File: src/rtl/fw_vector_arb.sv
module fw_vector_arb #(
  parameter int PC_W   = 64,
  parameter int CODE_W = 8
) (
  input  logic              clk,
  input  logic              rst_n,
  input  logic [3:0]        irq_i,
  input  logic              exc_req_i,
  input  logic [3:0]        exc_kind_i,
  input  logic [CODE_W-1:0] exc_code_i,
  input  logic [PC_W-1:0]   cur_pc_i,
  input  logic              cur_fw_i,
  input  logic [PC_W-1:0]   fw_base_i,
  input  logic [2:0]        ipl_i,
  output logic              take_o,
  output logic [PC_W-1:0]   new_pc_o,
  output logic [PC_W-1:0]   saved_pc_o,
  output logic              fw_mode_o,
  output logic [CODE_W-1:0] err_o
);
  localparam int OFF_W = 14;
  localparam logic [3:0] KIND_CALL = 4'd10;

  logic [3:0]        irq_ok, irq_live;
  logic              exc_ok, take_n;
  logic [OFF_W-1:0]  off, call_off;
  logic [CODE_W-1:0] err_n;

  assign irq_ok   = {ipl_i <= 3'd6, ipl_i <= 3'd5, ipl_i <= 3'd4, ipl_i <= 3'd3};
  assign irq_live = irq_i & irq_ok & {4{~cur_fw_i}};
  assign exc_ok   = exc_req_i && (exc_kind_i <= KIND_CALL);
  assign take_n   = exc_ok || (|irq_live);
  assign call_off = (exc_code_i[7] ? 14'h2000 : 14'h1000) + {1'b0, exc_code_i[6:0], 6'b0};

  always_comb begin
    off   = '0;
    err_n = '0;
    if (exc_ok) begin
      err_n = exc_code_i;
      off   = (exc_kind_i == KIND_CALL) ? call_off : {3'b0, exc_kind_i, 7'b0};
    end else if (irq_live[3]) off = 14'h080;
    else if (irq_live[2])     off = 14'h100;
    else if (irq_live[1])     off = 14'h180;
    else if (irq_live[0])     off = 14'h200;
  end

  always_ff @(posedge clk) begin
    if (!rst_n) begin
      take_o     <= 1'b0;
      new_pc_o   <= '0;
      saved_pc_o <= '0;
      fw_mode_o  <= 1'b0;
      err_o      <= '0;
    end else begin
      take_o <= take_n;
      if (take_n) begin
        new_pc_o   <= fw_base_i + PC_W'(off);
        saved_pc_o <= {cur_pc_i[PC_W-1:1], cur_pc_i[0] | cur_fw_i};
        fw_mode_o  <= 1'b1;
        err_o      <= err_n;
      end else begin
        new_pc_o  <= cur_pc_i;
        fw_mode_o <= cur_fw_i;
      end
    end
  end
endmodule

File: config.mk
export PLATFORM = sky130hd
export DESIGN_NAME = fw_vector_arb
export DESIGN_NICKNAME = d
export VERILOG_FILES = /design/src/rtl/fw_vector_arb.sv
export SDC_FILE = /design/constraint.sdc
export NUM_CORES = 1
export LEC_CHECK = 0
export BUFFER_PORTS_ARGS = -buffer_cell sky130_fd_sc_hd__buf_4
export CAP_MARGIN = 40
export CORE_MARGIN = 2
export CORE_UTILIZATION = 40
export DETAILED_ROUTE_END_ITERATION = 10
export PLACE_DENSITY_LB_ADDON = 0.12
export SYNTH_ARGS = -nofsm -noshare
export SYNTH_HDL_FRONTEND = slang
export SYNTH_SLANG_ARGS = --single-unit
File: constraint.sdc
create_clock -name clk -period 8.75 [get_ports clk]
set_input_delay 0.875 -clock clk [delete_from_list [all_inputs] [get_ports clk]]
set_output_delay 0.875 -clock clk [all_outputs]
set_load 0.005 [all_outputs]
==> impl_metrics.ini <==
[final_layout]
fin_util = 0.592
fin_nets = 1231
diodes = 0
n_fill_cell = 1550
finalNonFillerCells = 1299
drive_gt1_frac = 0.319
postLayoutCellArea_sq_mm = 0.00947
areaGrowthSynthToFinish_pct = 43.9

[timing]
rsz0062_at_grt = false
setup_ws_ns = 5.23
hold_violations = 0
finalSetupViolations = 0
fin_crit_ns = 3.52
maxSlewViolCount = 0
worstMarginPinSlew_ns = 0.809
layout_worst_path_cycle_share = 0.402
timing.fmax_mhz = 284
fin_tns_setup_ns = 0
holdWs_ns = 0.458
fin_worst_skew_ns = 0
slew_headroom = 0.461

[floorplan]
io_pins = 289
die_area_sq_mm = 0.0175
die_y_um = 132
fp-row-count = 46
start_util = 0.412
dieWidth_um = 132
core-area_sq_mm = 0.0160

[clocking]
root_buffer = clkbuf_16
ctsResizeCount = 0
cts_tree = built
clockBufferDepth = 2
cts_buffers = 17
clk_latency_ns = 0.42
cts.sinks = 138
cts_max_level = 4
hold_buffers = 0
clkTransAtPathRegs_ns = 0.06
post_cts_buffers = 0

[setup_path]
critPathLaunchType = input port
required_ns = 9.03
worstPathMaxFanout = 15
endpoint_kind = register
critPathKind = input port to register
critical_path_arrival_ns = 3.79
r2r_slack_ns = 8.07

[global_route]
grt-ovfl-total = 0
grt_pass1_wl_mm = 32.8
track_usage = 0.236
grt_pass1_vias = 6288
antenna_found_initial = 0
grt_max_degree = 90

[synth]
synth_cell_types = 59
yosys_warnings = 0
synthTopCellsByArea = dfxtp_1 42%, nand2_1 10%, a21boi_0 8.7%, xnor2_1 6.4%, a21oi_1 4.0%
synth_cells = 806
syn_nets = 967
syn_area_per_cell_sq_um = 8.17
synth_area_leader_cell = dfxtp_1
ys_ff_latch = 138
syn-cell-area_sq_mm = 0.00659
async_reset_ff_frac = 0
yosys_most_used_dff = dfxtp_1
seq_area_frac_synth = 0.420
synth_edf_count = 0
synth_top_area_share = 0.420

[routing]
vias = 6580
first_pass_iters = 5
ant_nets = 0
drt_iter0_markers = 338
drc = 0
via_per_inst = 5.07
wl_per_cell_um = 16.1
routed_wl_mm = 20.9

[placement]
io_buffers = 288
place.gp.congestion = 0.803
placed_cell_area_sq_mm = 0.00886
dp_slack_ns = 4.80
dp_hpwl_mm = 15.5
dp_cells = 1267

[hold_path]
hp-class = register to register

[pwr]
p_total_mw = 1.77
irDropWorstVdd_mv = 0.130
leakagePower_nw = 4.08
power_per_cell_area_mw_per_mm2 = 186

[run_status]
outcome = completed

[run]
maxCapViolations = 0
[worst paths after layout]
kind,from,end,cells past startpoint
worst min register to register,saved_pc_o[37],saved_pc_o[37],2
worst min-delay path,saved_pc_o[37],saved_pc_o[37],2
worst max-delay path,exc_kind_i[0],new_pc_o[47],14
worst max register to register,saved_pc_o[42],saved_pc_o[42],2
[sequential cells by signal (all words and copies together) (netlist names)]
register,count
err_o,8
take_o,1
new_pc_o,64
fw_mode_o,1
saved_pc_o,64
[cells by family after synthesis]
family          count (synthesis)  synth area share
fa+ha+maj                      10            0.0201
compound gates                216             0.208
simple gates                  327             0.242
flops                         138             0.420
xor+xnor                       54            0.0718
mux                             1           0.00152
buf+inv                        60            0.0376
[cells in the mapped netlist (all sizes together), types with 2 or more instances]
| cell type | n |
|---|---|
| nand3b | 2 |
| nor4 | 18 |
| o211a | 3 |
| nor3 | 14 |
| nand4 | 16 |
| a31oi | 3 |
| dfxtp | 138 |
| a22oi | 8 |
| a21boi | 78 |
| inv | 10 |
| nand2b | 4 |
| or3 | 3 |
| a21o | 3 |
| nor4b | 3 |
| o211ai | 3 |
| o21ai | 56 |
| nand2 | 184 |
| a211oi | 2 |
| ha | 9 |
| nor3b | 2 |
| xnor2 | 48 |
| nor2b | 12 |
| nor2 | 33 |
| clkbuf | 35 |
| buf | 15 |
| a21oi | 53 |
| and4 | 4 |
| xor2 | 6 |
| and3 | 2 |
| and2 | 3 |
| nand3 | 22 |
[final cells by class]
type | count | area [sq um] | area share
inverter | 10 | 37.5 | 0.00396
tap | 216 | 270 | 0.0285
timing repair buffer | 295 | 2210 | 0.234
clock inverter | 13 | 166 | 0.0176
multi-input combinational | 608 | 3580 | 0.378
clock buffer | 19 | 443 | 0.0468
sequential | 138 | 2760 | 0.292
[critical path, cell delays in order]
cell and delay, ns:
buf_4 0.13, a21o_1 0.16, a21boi_1 0.13, buf_4 0.22
nor2_1 0.07, a22o_1 0.20, ha_1 0.35, o211ai_1 0.17
nor3_1 0.44, o2111ai_1 0.37, buf_4 0.29, nor3_2 0.16
xnor2_1 0.13, a21oi_1 0.08
[where the power goes]
group          total (mW)  internal (mW)  switching (mW)  leakage, nW
Sequential          0.702          0.682          0.0202         1.15
Clock               0.744          0.458           0.287        0.290
Combinational       0.319          0.162           0.157         2.64
[per-layer routing]
metal  wire length (um)  GRT usage  vias to the layer above
li1                   -          -                     3304
met1               8700      0.286                     3019
met2              10300      0.399                      227
met3               1470     0.0684                       30
met4                475     0.0806                        0
met5                  0          0                        -
[placed cells by master, fill, tap and decap left out, types with 3 or more instances in the layout]
cell type and count:
a31oi_1 3, nor3_1 12, inv_1 10, inv_6 3, nand3_1 21, nor4_2 3, o211ai_1 3, o21ai_0 52
a22oi_1 8, ha_1 9, nand4_1 13, dfxtp_1 138, and4_1 4, bufinv_16 3, nand2_1 184, xor2_1 6
clkinvlp_4 3, nand2b_1 4, nor4_1 13, a21oi_1 52, a21boi_0 76, nand4_2 3, buf_4 295, a21o_1 3
clkbuf_16 17, o211a_1 3, xnor2_1 48, nor2b_1 12, nor2_1 33
(Power assumes the default switching activity.)
